File: config.mk
export PLATFORM = sky130hd
export DESIGN_NAME = bm_engine
export DESIGN_NICKNAME = d
export VERILOG_FILES = /design/src/rtl/bm_pkg.sv /design/src/rtl/bm_sync.sv /design/src/rtl/bm_arc_match.sv /design/src/rtl/bm_engine.sv
export SDC_FILE = /design/constraint.sdc
export NUM_CORES = 1
export LEC_CHECK = 0
export BUFFER_PORTS_ARGS = -buffer_cell sky130_fd_sc_hd__buf_2
export CAP_MARGIN = 20
export CORE_MARGIN = 2
export CORE_UTILIZATION = 35
export CTS_BUF_LIST = sky130_fd_sc_hd__clkbuf_4 sky130_fd_sc_hd__clkbuf_8
export DETAILED_ROUTE_END_ITERATION = 8
export GPL_TIMING_DRIVEN = 0
export PLACE_DENSITY = 0.55
export SYNTH_ARGS = -nofsm -noshare
export SYNTH_HDL_FRONTEND = slang
export SYNTH_SLANG_ARGS = --single-unit
File: constraint.sdc
create_clock -name clk_i -period 2.4 [get_ports clk_i]
set_input_delay 0.24 -clock clk_i [delete_from_list [all_inputs] [get_ports clk_i]]
set_output_delay 0.24 -clock clk_i [all_outputs]
set_load 0.02 [all_outputs]
File: src/rtl/bm_pkg.sv
package bm_pkg;
  localparam int unsigned MAX_ST  = 8;
  localparam int unsigned MAX_IO  = 8;
endpackage

File: src/rtl/bm_sync.sv
module bm_sync #(
  parameter int unsigned W = 3,
  parameter logic [W-1:0] RST_VAL = '0
) (
  input  logic         clk_i,
  input  logic         rst_ni,
  input  logic [W-1:0] d_i,
  output logic [W-1:0] q_o
);
  logic [W-1:0] s1_q, s2_q;

  always_ff @(posedge clk_i or negedge rst_ni) begin
    if (!rst_ni) begin
      s1_q <= RST_VAL;
      s2_q <= RST_VAL;
    end else begin
      s1_q <= d_i;
      s2_q <= s1_q;
    end
  end

  assign q_o = s2_q;
endmodule

File: src/rtl/bm_arc_match.sv
module bm_arc_match #(
  parameter int unsigned N_IN  = 3,
  parameter int unsigned N_OUT = 3,
  parameter int unsigned ST_W  = 3,
  parameter int unsigned N_ARC = 6,
  parameter logic [N_ARC-1:0][ST_W-1:0]  ARC_SRC   = '0,
  parameter logic [N_ARC-1:0][N_IN-1:0]  ARC_IMASK = '0,
  parameter logic [N_ARC-1:0][N_IN-1:0]  ARC_ITGT  = '0,
  parameter logic [N_ARC-1:0][N_OUT-1:0] ARC_OMASK = '0,
  parameter logic [N_ARC-1:0][N_OUT-1:0] ARC_OVAL  = '0,
  parameter logic [N_ARC-1:0][ST_W-1:0]  ARC_NEXT  = '0
) (
  input  logic [ST_W-1:0]  state_i,
  input  logic [N_IN-1:0]  entry_i,
  input  logic [N_IN-1:0]  in_i,
  output logic             fire_o,
  output logic [ST_W-1:0]  next_o,
  output logic [N_OUT-1:0] omask_o,
  output logic [N_OUT-1:0] oval_o,
  output logic [N_IN-1:0]  legal_o
);
  logic [N_ARC-1:0] hit;

  for (genvar a = 0; a < N_ARC; a++) begin : g_arc
    // complete: all masked bits at target, and at least one edge taken
    assign hit[a] = (ARC_SRC[a] == state_i)
                 && (((in_i ^ ARC_ITGT[a]) & ARC_IMASK[a]) == '0)
                 && (((in_i ^ entry_i) & ARC_IMASK[a]) != '0);
  end

  // bits whose present value some arc of this state accepts
  always_comb begin
    legal_o = '0;
    for (int a = 0; a < N_ARC; a++) begin
      if (ARC_SRC[a] == state_i)
        legal_o = legal_o | (ARC_IMASK[a] & ~(in_i ^ ARC_ITGT[a]));
    end
  end

  // lowest arc index wins if two complete on one sample
  always_comb begin
    fire_o  = |hit;
    next_o  = '0;
    omask_o = '0;
    oval_o  = '0;
    for (int a = N_ARC - 1; a >= 0; a--) begin
      if (hit[a]) begin
        next_o  = ARC_NEXT[a];
        omask_o = ARC_OMASK[a];
        oval_o  = ARC_OVAL[a];
      end
    end
  end
endmodule

File: src/rtl/bm_engine.sv
module bm_engine import bm_pkg::*; #(
  parameter int unsigned N_IN  = 3,
  parameter int unsigned N_OUT = 3,
  parameter int unsigned N_ST  = 5,
  parameter int unsigned ST_W  = 3,
  parameter int unsigned N_ARC = 6,
  parameter logic [ST_W-1:0]  START    = '0,
  parameter logic [N_IN-1:0]  INIT_IN  = '0,
  parameter logic [N_OUT-1:0] INIT_OUT = '0,
  parameter logic [N_ARC-1:0][ST_W-1:0]  ARC_SRC   = {3'd4, 3'd3, 3'd2, 3'd1, 3'd0, 3'd0},
  parameter logic [N_ARC-1:0][N_IN-1:0]  ARC_IMASK = {3'b101, 3'b100, 3'b110, 3'b001, 3'b110, 3'b001},
  parameter logic [N_ARC-1:0][N_IN-1:0]  ARC_ITGT  = {3'b001, 3'b100, 3'b000, 3'b000, 3'b110, 3'b001},
  parameter logic [N_ARC-1:0][N_OUT-1:0] ARC_OMASK = {3'b101, 3'b000, 3'b110, 3'b001, 3'b010, 3'b001},
  parameter logic [N_ARC-1:0][N_OUT-1:0] ARC_OVAL  = {3'b001, 3'b000, 3'b100, 3'b000, 3'b010, 3'b001},
  parameter logic [N_ARC-1:0][ST_W-1:0]  ARC_NEXT  = {3'd1, 3'd4, 3'd3, 3'd0, 3'd2, 3'd1}
) (
  input  logic             clk_i,
  input  logic             rst_ni,
  input  logic [N_IN-1:0]  in_i,
  output logic [N_OUT-1:0] out_o,
  output logic [ST_W-1:0]  state_o,
  output logic             viol_o
);
  if (N_ST > MAX_ST || N_IN > MAX_IO || N_OUT > MAX_IO || (1 << ST_W) < N_ST) begin : g_bad_cfg
    $error("bm_engine: table size out of range");
  end

  logic [N_IN-1:0]  sync_in;
  logic [ST_W-1:0]  state_q;
  logic [N_OUT-1:0] out_q;
  logic [N_IN-1:0]  entry_q, seen_q, changed, legal;
  logic             viol_q, bad;
  logic             fire;
  logic [ST_W-1:0]  sel_next;
  logic [N_OUT-1:0] sel_om, sel_ov;

  bm_sync #(.W(N_IN), .RST_VAL(INIT_IN)) u_sync (
    .clk_i (clk_i),
    .rst_ni(rst_ni),
    .d_i   (in_i),
    .q_o   (sync_in)
  );

  bm_arc_match #(
    .N_IN(N_IN), .N_OUT(N_OUT), .ST_W(ST_W), .N_ARC(N_ARC),
    .ARC_SRC(ARC_SRC), .ARC_IMASK(ARC_IMASK), .ARC_ITGT(ARC_ITGT),
    .ARC_OMASK(ARC_OMASK), .ARC_OVAL(ARC_OVAL), .ARC_NEXT(ARC_NEXT)
  ) u_match (
    .state_i(state_q),
    .entry_i(entry_q),
    .in_i   (sync_in),
    .fire_o (fire),
    .next_o (sel_next),
    .omask_o(sel_om),
    .oval_o (sel_ov),
    .legal_o(legal)
  );

  assign changed = sync_in ^ entry_q;
  // wrong-direction edge, or a bit that moved and came back
  assign bad = (|(changed & ~legal)) | (|(seen_q & ~changed));

  always_ff @(posedge clk_i or negedge rst_ni) begin
    if (!rst_ni) begin
      state_q <= START;
      out_q   <= INIT_OUT;
      entry_q <= INIT_IN;
      seen_q  <= '0;
      viol_q  <= 1'b0;
    end else begin
      viol_q <= viol_q | bad;
      if (fire) begin
        state_q <= sel_next;
        out_q   <= (out_q & ~sel_om) | (sel_ov & sel_om);
        entry_q <= sync_in;
        seen_q  <= '0;
      end else begin
        seen_q  <= seen_q | changed;
      end
    end
  end

  assign out_o   = out_q;
  assign state_o = state_q;
  assign viol_o  = viol_q;

  p_nonempty_r2: assert property (@(posedge clk_i) disable iff (!rst_ni)
    fire |-> (sync_in != entry_q));

  p_hold_r3: assert property (@(posedge clk_i) disable iff (!rst_ni)
    !fire |=> ($stable(state_o) && $stable(out_o)));

  p_next_r4: assert property (@(posedge clk_i) disable iff (!rst_ni)
    fire |=> (state_o == $past(sel_next)));

  p_out_mask_r5: assert property (@(posedge clk_i) disable iff (!rst_ni)
    fire |=> (((out_o ^ $past(out_o)) & ~$past(sel_om)) == '0));

  p_sticky_r11: assert property (@(posedge clk_i) disable iff (!rst_ni)
    viol_o |=> viol_o);
endmodule

==> results of run 1 <==
-- layer usage --
layer | share of wire (%) | vias to the layer above | global-route usage (%)
li1 | - | 325 | -
met5 | 0 | - | 0
met3 | 3.2 | 4 | 2.07
met2 | 45 | 14 | 18.5
met4 | 1.2 | 0 | 5.10
met1 | 51 | 322 | 17.6
-- report_power, final --
group / internal, mW / leakage (nW) / switching [mW]
combinational: 0.290 / 0.249 / 0.362
sequential: 0.422 / 0.221 / 0.0699
clock: 0.0620 / 0.0177 / 0.0964
total: 0.775 / 0.488 / 0.529
-- final cells by class --
class / count / share of cell area, %
sequential: 19 / 43.7
multi-input combinational: 53 / 39.2
timing repair buffer: 12 / 5.98
tap: 30 / 3.45
buffer: 5 / 3.10
clock buffer: 3 / 2.07
inverter: 6 / 2.07
clock inverter: 1 / 0.460
-- kinds of logic (layout without fill, tap and decap cells) --
family	Yosys count	after routing	share of synthesized area (%)
simple gates	28	28	21.1
flops	19	19	49.6
compound gates	17	17	12.7
buf+inv	11	27	5.87
xor+xnor	4	4	4.44
mux	4	4	6.27
-- worst max-delay path, cell delays in order, from the launching register on --
cell and delay, ns:
dfrtp_1 0.40, buf_6 0.15, or3b_4 0.40, a221o_1 0.35, nand3_4 0.16, mux2_4 0.31
-- placed cells by master, fill, tap and decap left out, types with 2 or more instances in the layout --
cell type,instances
dfrtp_1,19
buf_2,13
nor2_1,7
inv_1,6
o21ai_0,5
a21oi_1,4
mux2_4,4
nand2_1,3
clkbuf_4,3
xor2_1,2
nand3b_1,2
-- through the flow --
step           instances  instance area, um^2  utilization [%]
3_5_place_dp         124                 1050             41.3
4_1_cts              129                 1090             42.8
5_1_grt              129                 1090             42.8
6_report             129                 1090             42.8
3_3_place_gp         124                 1050             41.3
2_1_floorplan         83                  958                -
-- path summary, 6_finish.rpt --
| check | from | slack [ns] | to | cells after the start |
|---|---|---|---|---|
| hold / removal | in_i[2] | 0.04 | u_sync.s1_q[2] | 1 |
| min in group asynchronous | rst_ni | 0.40 | u_sync.q_o[2] | 2 |
| setup / recovery | state_o[0] | 0.54 | entry_q[1] | 5 |
| hold reg to reg | u_sync.s1_q[1] | 0.36 | u_sync.q_o[1] | 0 |
| max in group asynchronous | rst_ni | 1.71 | entry_q[1] | 2 |
| setup reg to reg | state_o[0] | 0.54 | entry_q[1] | 5 |
==> metrics, run 1 <==
status=complete, no violations; vias in the first global route=630; top post-synthesis cells by count=dfrtp_1 (19), nor2_1 (7), inv_1 (6), o21ai_0 (5); CTS Buffer Depth=2; CP Class=register to register; Slew Limit Fails=0; Ys Warns=0; Post-synth top flop=dfrtp_1; Sink Count=19; Clock Latency Late Sink=0.29 ns; # IOs=12; CTS buffer count=3; final setup margin=0.535 ns; #FFs+latches synth=19; total power=1.30 mW; Vias per Instance=5.16; CTS Hold Buffers Added=1; num rows=18; gr usage total=12.3%; fill count=270; final hold violation count=0; most common cell in the netlist=dfrtp_1; Clock Root Buffer=clkbuf_4; ratio of cells with drive above 1 in the final layout=32.3%; Final setup viols=0; top post-synthesis cells by area=dfrtp_1 (50%), mux2_4 (6.3%), nor2_1 (2.7%); max cap viols=0; largest net degree at the start of global routing=20; Setup crit end kind=register; Detail Route Antenna Nets=0; final worst-path cycle share=77.7%; Resize count post-CTS=0; drt pass-1 iters=4; via count=665; FF/Latch Area=475 um^2; top-area cell type share of the netlist area=49.6%; Critical Path AT=2.05 ns; total die area=3170 um^2; CTS tree=yes; die span in y=56.3 um; PwrDens=1200 nW/um^2; Max IR drop VDD=about 0.52 mV; Routed WL per cell=13.8 um; worst clock skew=about 0.0048 ns; number of remaining DRC errors=0; data required time of the worst path=roughly 2.6 ns; Static Leak=0.488 nW; Mapped Area=958 um^2; global-route wire length before repair=3080 um; Post-CTS Setup Bufs=0; Synth Area per Inst=11.5 um^2; count of input and output buffers=11; fraction of registers with async set/reset=100%; Detailed Route WL=~1800 um; HPWL after detailed placement=~1200 um; Startpoint Class=register; cell count after synthesis=83; layout overhead on the synthesized area=13.6%; Post-synth EDFFs=0; Fmax achieved=around 540 MHz; CTS H-tree depth=1; initial antenna violation count=0; RSZ-0062 raised after global routing=no; pre-CTS setup slack=0.547 ns; Congestion Overflow GR=0; starting density of the core=37.7%; Worst Max-Slew Pin Slew=between 0.6 and 0.7 ns; Worst-path clk slew=0.11 ns; Final Hold Slack=0.0409 ns; cell taking the most area after synthesis=dfrtp_1; multi-input logic area=427 um^2; Placer Congestion=0.757; Core ar.=around 2500 um^2; fin nets=105; Unique masters post-synth=39; minimum clock period=1.86 ns; Syn Nets=88; Worst Hold Class=input pin to register; Crit Path Max Fanout=10; Iteration-0 DRC Markers=10; Rel. slew slack=57.3%; die span in x=56.3 um; diode count=0; setup TNS=0 ns; register area share after synthesis=between 40% and 50%
Power figures use the tool's default switching activity.
==> inputs of run 2 (changes only) <==
--- a/config.mk
+++ b/config.mk
@@ -12,7 +12,7 @@
 export CTS_BUF_LIST = sky130_fd_sc_hd__clkbuf_4 sky130_fd_sc_hd__clkbuf_8
 export DETAILED_ROUTE_END_ITERATION = 8
 export GPL_TIMING_DRIVEN = 0
-export PLACE_DENSITY = 0.55
+export PLACE_DENSITY = 0.57
 export SYNTH_ARGS = -nofsm -noshare
 export SYNTH_HDL_FRONTEND = slang
 export SYNTH_SLANG_ARGS = --single-unit
==> constraint.sdc (replaced) <==
create_clock -name clk_i -period 1.7 [get_ports clk_i]
set_input_delay 0.17 -clock clk_i [delete_from_list [all_inputs] [get_ports clk_i]]
set_output_delay 0.17 -clock clk_i [all_outputs]
set_load 0.02 [all_outputs]
==> run 2 against run 1 <==
  * Critical path depth is 1 lower
  * Register-to-register slack got worse by 0.61 ns
  * Hold slack better by 0.28 ns
  * Core utilization grew 7.2 points
  * Sequential share of layout area fell by 6.2 points
  * Largest cell class is now multi-input gates
  * Total power increased by 67%
  * The flow now finishes with violations (setup timing)
  * Via count up 10%
  * Clock power up 59%
  * Clock skew decreased by 0.0027 ns
  * Global-route usage grew 2.2 points
  * Cell area up 17%
==> metrics, run 2 (synthesis gave the netlist of run 1 again) <==
status=complete, but fails checks (was complete, no violations); failing checks=setup timing; Sink Count=19 (unchanged); Vias per Instance=5.17 (was 5.16); ratio of cells with drive above 1 in the final layout=40.2% (was 32.3%); worst clock skew=0.00207 ns (was 0.00482 ns); Placer Congestion=0.739 (was 0.757); initial antenna violation count=0 (unchanged); Detail Route Antenna Nets=0 (unchanged); commonest non-fill, non-tap cell in the layout=dfrtp_1 (unchanged); total power=2.18 mW (was 1.30 mW); Crit Path Max Fanout=5 (was 10); final worst-path cycle share=104% (was 77.7%); # IOs=12 (unchanged); Slew Limit Fails=0 (unchanged); CP Class=register to register (unchanged); final setup margin=-0.0750 ns (was 0.535 ns); die span in x=56.3 um (unchanged); gr usage total=14.5% (was 12.3%); data required time of the worst path=1.90 ns (was 2.59 ns); CP max-delay cell=dfrtp_2 (was dfrtp_1); Internal=1.33 mW (was 0.775 mW); placed cells=124 (unchanged); starting density of the core=37.7% (unchanged); via count=734 (was 665); Critical Path AT=1.97 ns (was 2.05 ns); most frequent cells in the layout=dfrtp_1 (18), buf_2 (12), buf_4 (9), nor2_1 (7), inv_1 (6) (was dfrtp_1 (19), buf_2 (13), nor2_1 (7), inv_1 (6), o21ai_0 (5)); CTS buffer count=3 (unchanged); Max IR drop VDD=0.943 mV (was 0.520 mV); Max stage delay on crit path=0.45 ns (was 0.40 ns); Setup crit end kind=register (unchanged); CTS H-tree depth=1 (unchanged); drt pass-1 iters=4 (unchanged); num rows=18 (unchanged); Iteration-0 DRC Markers=15 (was 10); Final setup viols=8 (was 0); vias in the first global route=700 (was 630); Worst Max-Slew Pin Slew=0.521 ns (was 0.624 ns); Routed WL per cell=14.9 um (was 13.8 um); count of input and output buffers=11 (unchanged); max cap viols=0 (unchanged); total die area=3170 um^2 (unchanged); HPWL after detailed placement=1350 um (was 1250 um); diode count=0 (unchanged); Core ar.=2540 um^2 (unchanged); die span in y=56.3 um (unchanged); RSZ-0062 raised after global routing=yes (was no); reg2reg start=state_o[0] (unchanged); pre-CTS setup slack=-0.163 ns (was 0.547 ns); final non-filler cell total=142 (was 129); Clock Latency Late Sink=0.30 ns (was 0.29 ns); combinational power share=55.5% (was 50.1%); minimum clock period=1.77 ns (was 1.86 ns); Detailed Route WL=2110 um (was 1780 um); clock share of power=11.5% (was 12.1%); Fmax achieved=563 MHz (was 536 MHz); PwrDens=1720 nW/um^2 (was 1200 nW/um^2); switching power of the nets=0.856 mW (was 0.529 mW); CTS tree=yes (unchanged); Worst-path clk slew=0.11 ns (about the same); final instance area=1270 um^2 (was 1090 um^2); Cell Area, Placed=1050 um^2 (about the same); layout overhead on the synthesized area=32.6% (was 13.6%); Setup crit start=state_o[0] (unchanged); Worst Hold Class=input pin to asynchronous set/reset pin (was input pin to register); Startpoint Class=register (unchanged); CTS Buffer Depth=2 (unchanged); largest net degree at the start of global routing=20 (unchanged); CP cell instances=or3b_4 -> a221o_1 -> nand3_4 -> mux2_4 (was buf_6 -> or3b_4 -> a221o_1 -> nand3_4 -> mux2_4); number of remaining DRC errors=0 (unchanged); Congestion Overflow GR=0 (unchanged); final hold violation count=0 (unchanged); Reg power frac=33.0% (was 37.8%); Rel. slew slack=65.2% (was 57.3%); Final Hold Slack=0.325 ns (was 0.0409 ns); Clock Root Buffer=clkbuf_4 (unchanged); Switching Fraction=39.2% (was 40.6%); setup TNS=-0.329 ns (was 0 ns); fin nets=118 (was 105); Static Leak=0.572 nW (was 0.488 nW); Final Core Density=50.0% (was 42.8%); global-route wire length before repair=3480 um (was 3080 um)
[run 2: timing repair]
action,CTS,global route
endpoints found under the hold margin,22,0
hold buffers,4,0
pin swaps,5,4
gates resized for setup,6,4
setup endpoints to repair,7,11
setup buffers,6,5
[run 2: layout make-up]
class,count,area [um^2]
Clock buffer,4,30.0
Tap cell,30,37.5
Timing Repair Buffer,26,194
Inverter,6,22.5
Multi-Input combinational cell,53,478
Buffer,4,32.5
Fill cell,250,1270
Sequential cell,19,477
[run 2: worst paths after layout]
kind	end	slack, ns	cells past startpoint
max in group asynchronous	state_o[0]	1.05	2
worst max register to register	entry_q[2]	-0.07	4
worst min register to register	u_sync.q_o[1]	0.36	0
worst max-delay path	entry_q[2]	-0.07	4
worst min-delay path	entry_q[0]	0.32	2
min in group clk_i	u_sync.q_o[1]	0.36	0
[run 2: per-layer routing]
metal / global-route usage [%] / wire length, um / vias to the layer above / part of all wire (%)
met1: 19.7 / 1010 / 363 / 48
met4: 3.06 / 14 / 0 / 0.66
met2: 22.7 / 1010 / 17 / 48
met5: 0 / 0 / - / 0
met3: 4.84 / 77 / 2 / 3.6
li1: - / - / 352 / -
[run 2: critical path, delay by kind of cell (launching register included)]
family,cells,cell delay [ns]
and+or+nand+nor,2,0.56
DFF,1,0.45
AOI/OAI and AO/OA,1,0.35
muxes,1,0.31
[run 2: power by group through the flow]
stage / logic, mW / clock network [mW] / registers, mW
4_1_cts: 1.09 / 0.259 / 0.710
3_5_place_dp: 0.927 / 0 / 0.709
3_3_place_gp: 0.905 / 0 / 0.702
6_report: 1.21 / 0.251 / 0.720
2_1_floorplan: 0.638 / 0 / 0.768
5_1_grt: 1.31 / 0.281 / 0.745
==> inputs of run 3 (changes only) <==
--- a/config.mk
+++ b/config.mk
@@ -7,12 +7,14 @@
 export LEC_CHECK = 0
 export BUFFER_PORTS_ARGS = -buffer_cell sky130_fd_sc_hd__buf_2
 export CAP_MARGIN = 20
+export CELL_PAD_IN_SITES_DETAIL_PLACEMENT = 1
+export CELL_PAD_IN_SITES_GLOBAL_PLACEMENT = 2
 export CORE_MARGIN = 2
 export CORE_UTILIZATION = 35
 export CTS_BUF_LIST = sky130_fd_sc_hd__clkbuf_4 sky130_fd_sc_hd__clkbuf_8
 export DETAILED_ROUTE_END_ITERATION = 8
 export GPL_TIMING_DRIVEN = 0
-export PLACE_DENSITY = 0.57
+export PLACE_DENSITY = 0.78
 export SYNTH_ARGS = -nofsm -noshare
 export SYNTH_HDL_FRONTEND = slang
 export SYNTH_SLANG_ARGS = --single-unit
==> run 3 against run 2 <==
  * The flow still finishes with violations (setup timing)
  * Cell area is 1.5% lower
  * Register-to-register slack better by 0.04 ns
  * Core utilization decreased by 0.74 points
  * Sequential share of layout area rose by 0.66 points
  * Via count increased by 1.9%
  * Critical path depth unchanged
  * Cell count is 1.4% higher
  * Global-route usage grew 0.41 points
  * Sequential power about the same
  * First-iteration DRC count shrank 40%
  * Critical endpoint unchanged
  * Largest power group unchanged
  * Highest routed layer unchanged
==> metrics, run 3 (synthesis gave the netlist of run 1 again) <==
largest net degree at the start of global routing=20 (unchanged); CTS Buffer Depth=2 (unchanged); ratio of cells with drive above 1 in the final layout=43.0% (was 40.2%); vias in the first global route=727 (was 700); die span in x=56.3 um (unchanged); Final Core Density=49.2% (was 50.0%); total power=2.10 mW (was 2.18 mW); Worst-path clk slew=0.11 ns (about the same); final setup margin=-0.0361 ns (was -0.0750 ns); CTS H-tree depth=1 (unchanged); commonest non-fill, non-tap cell in the layout=dfrtp_1 (unchanged); Crit Path Max Fanout=6 (was 5); gr usage total=14.9% (was 14.5%); Clock Latency Late Sink=0.31 ns (was 0.30 ns); Congestion Overflow GR=0 (unchanged); layout overhead on the synthesized area=30.7% (was 32.6%); Sink Count=19 (unchanged); final worst-path cycle share=102% (was 104%); Slew Limit Fails=0 (unchanged); Routed WL per cell=15.0 um (was 14.9 um); max cap viols=0 (unchanged); Final setup viols=4 (was 8); via count=748 (was 734); Iteration-0 DRC Markers=9 (was 15); CP Class=register to register (unchanged); Max IR drop VDD=0.848 mV (was 0.943 mV); Worst Hold Class=input pin to asynchronous set/reset pin (unchanged); FF-to-FF setup slack=-0.04 ns (was -0.07 ns); die span in y=56.3 um (unchanged); Clock Root Buffer=clkbuf_4 (unchanged); failing checks=setup timing (unchanged); status=complete, but fails checks (unchanged); Critical Path AT=1.93 ns (was 1.97 ns); final hold violation count=0 (unchanged); drt pass-1 iters=4 (unchanged); most frequent cells in the layout=dfrtp_1 (17), buf_2 (13), buf_4 (11), inv_1 (6), nor2_1 (6) (was dfrtp_1 (18), buf_2 (12), buf_4 (9), nor2_1 (7), inv_1 (6)); diode count=0 (unchanged); PwrDens=1670 nW/um^2 (was 1720 nW/um^2); RSZ-0062 raised after global routing=yes (unchanged); worst clock skew=0.00842 ns (was 0.00207 ns); CTS buffer count=3 (unchanged); Placer Congestion=0.692 (was 0.739); num rows=18 (unchanged); starting density of the core=37.7% (unchanged); # IOs=12 (unchanged); initial antenna violation count=0 (unchanged); Setup crit end kind=register (unchanged); HPWL after detailed placement=1370 um (was 1350 um); Detailed Route WL=2160 um (was 2110 um); fin nets=120 (was 118); cells on worst reg2reg path=4 (unchanged); data required time of the worst path=1.90 ns (about the same); global-route wire length before repair=3530 um (was 3480 um); Startpoint Class=register (unchanged); Fmax achieved=576 MHz (was 563 MHz); minimum clock period=1.74 ns (was 1.77 ns); number of remaining DRC errors=0 (unchanged); count of input and output buffers=11 (unchanged); Static Leak=0.569 nW (was 0.572 nW); total die area=3170 um^2 (unchanged); CTS tree=yes (unchanged); Core ar.=2540 um^2 (unchanged); Worst Max-Slew Pin Slew=0.526 ns (was 0.521 ns); Detail Route Antenna Nets=0 (unchanged); Vias per Instance=5.19 (was 5.17); Rel. slew slack=64.8% (was 65.2%)
## run 3: power by group
group	total [mW]	internal, mW	switching, mW
Combinational	1.13	0.559	0.567
Sequential	0.721	0.599	0.122
Clock	0.250	0.108	0.142
Total	2.10	1.27	0.832
## run 3: cell type report
cell class / instances / area, um^2
Tap cell: 30 / 37.5
Fill cell: 275 / 1290
Timing Repair Buffer: 28 / 186
Sequential cell: 19 / 478
Buffer: 4 / 32.5
Multi-Input combinational cell: 53 / 465
Clock buffer: 4 / 30.0
Inverter: 6 / 22.5
## run 3: critical path, cell delays in order (launching register included)
cell and delay (ns):
dfrtp_2 0.47, or3b_4 0.40, a221o_1 0.32, nand3_4 0.13, mux2_4 0.31
## run 3: what timing repair did
| action | 4_1_cts | 5_1_grt |
|---|---|---|
| gates resized for setup | 3 | 8 |
| gates cloned | 0 | 1 |
| setup endpoints to repair | 7 | 10 |
| hold buffers | 4 | 0 |
| endpoints found under the hold margin | 22 | 0 |
| buffers inserted | 8 | 4 |
| pin swaps | 2 | 4 |
## run 3: metrics by stage
| step | hold WS [ns] | setup TNS (ns) | std cells | instance area (um^2) | worst slack [ns] |
|---|---|---|---|---|---|
| floorplan | -0.126 | -0.420 | 83 | 960 | -0.114 |
| global placement | 0.128 | -0.687 | 124 | 1050 | -0.126 |
| detailed placement | 0.135 | -0.802 | 124 | 1050 | -0.140 |
| CTS | 0.324 | -0.298 | 139 | 1180 | -0.0666 |
| global route | 0.345 | -0.514 | 144 | 1250 | -0.0963 |
| finish | 0.308 | -0.125 | 144 | 1250 | -0.0361 |
## run 3: metal layers
metal | global-route usage [%] | vias to the layer above | wire length, um
li1 | - | 356 | -
met1 | 17.6 | 375 | 983
met2 | 24.9 | 13 | 1060
met3 | 5.07 | 4 | 87
met4 | 6.12 | 0 | 33
met5 | 0 | - | 0
## run 3: final timing paths
kind                                     start            end
max in group asynchronous               rst_ni  u_sync.q_o[1]
worst min-delay path                    rst_ni     entry_q[0]
worst max register to register      state_o[0]     entry_q[2]
min in group clk_i              u_sync.s1_q[2]  u_sync.q_o[2]
worst min register to register  u_sync.s1_q[2]  u_sync.q_o[2]
worst max-delay path                state_o[0]     entry_q[2]
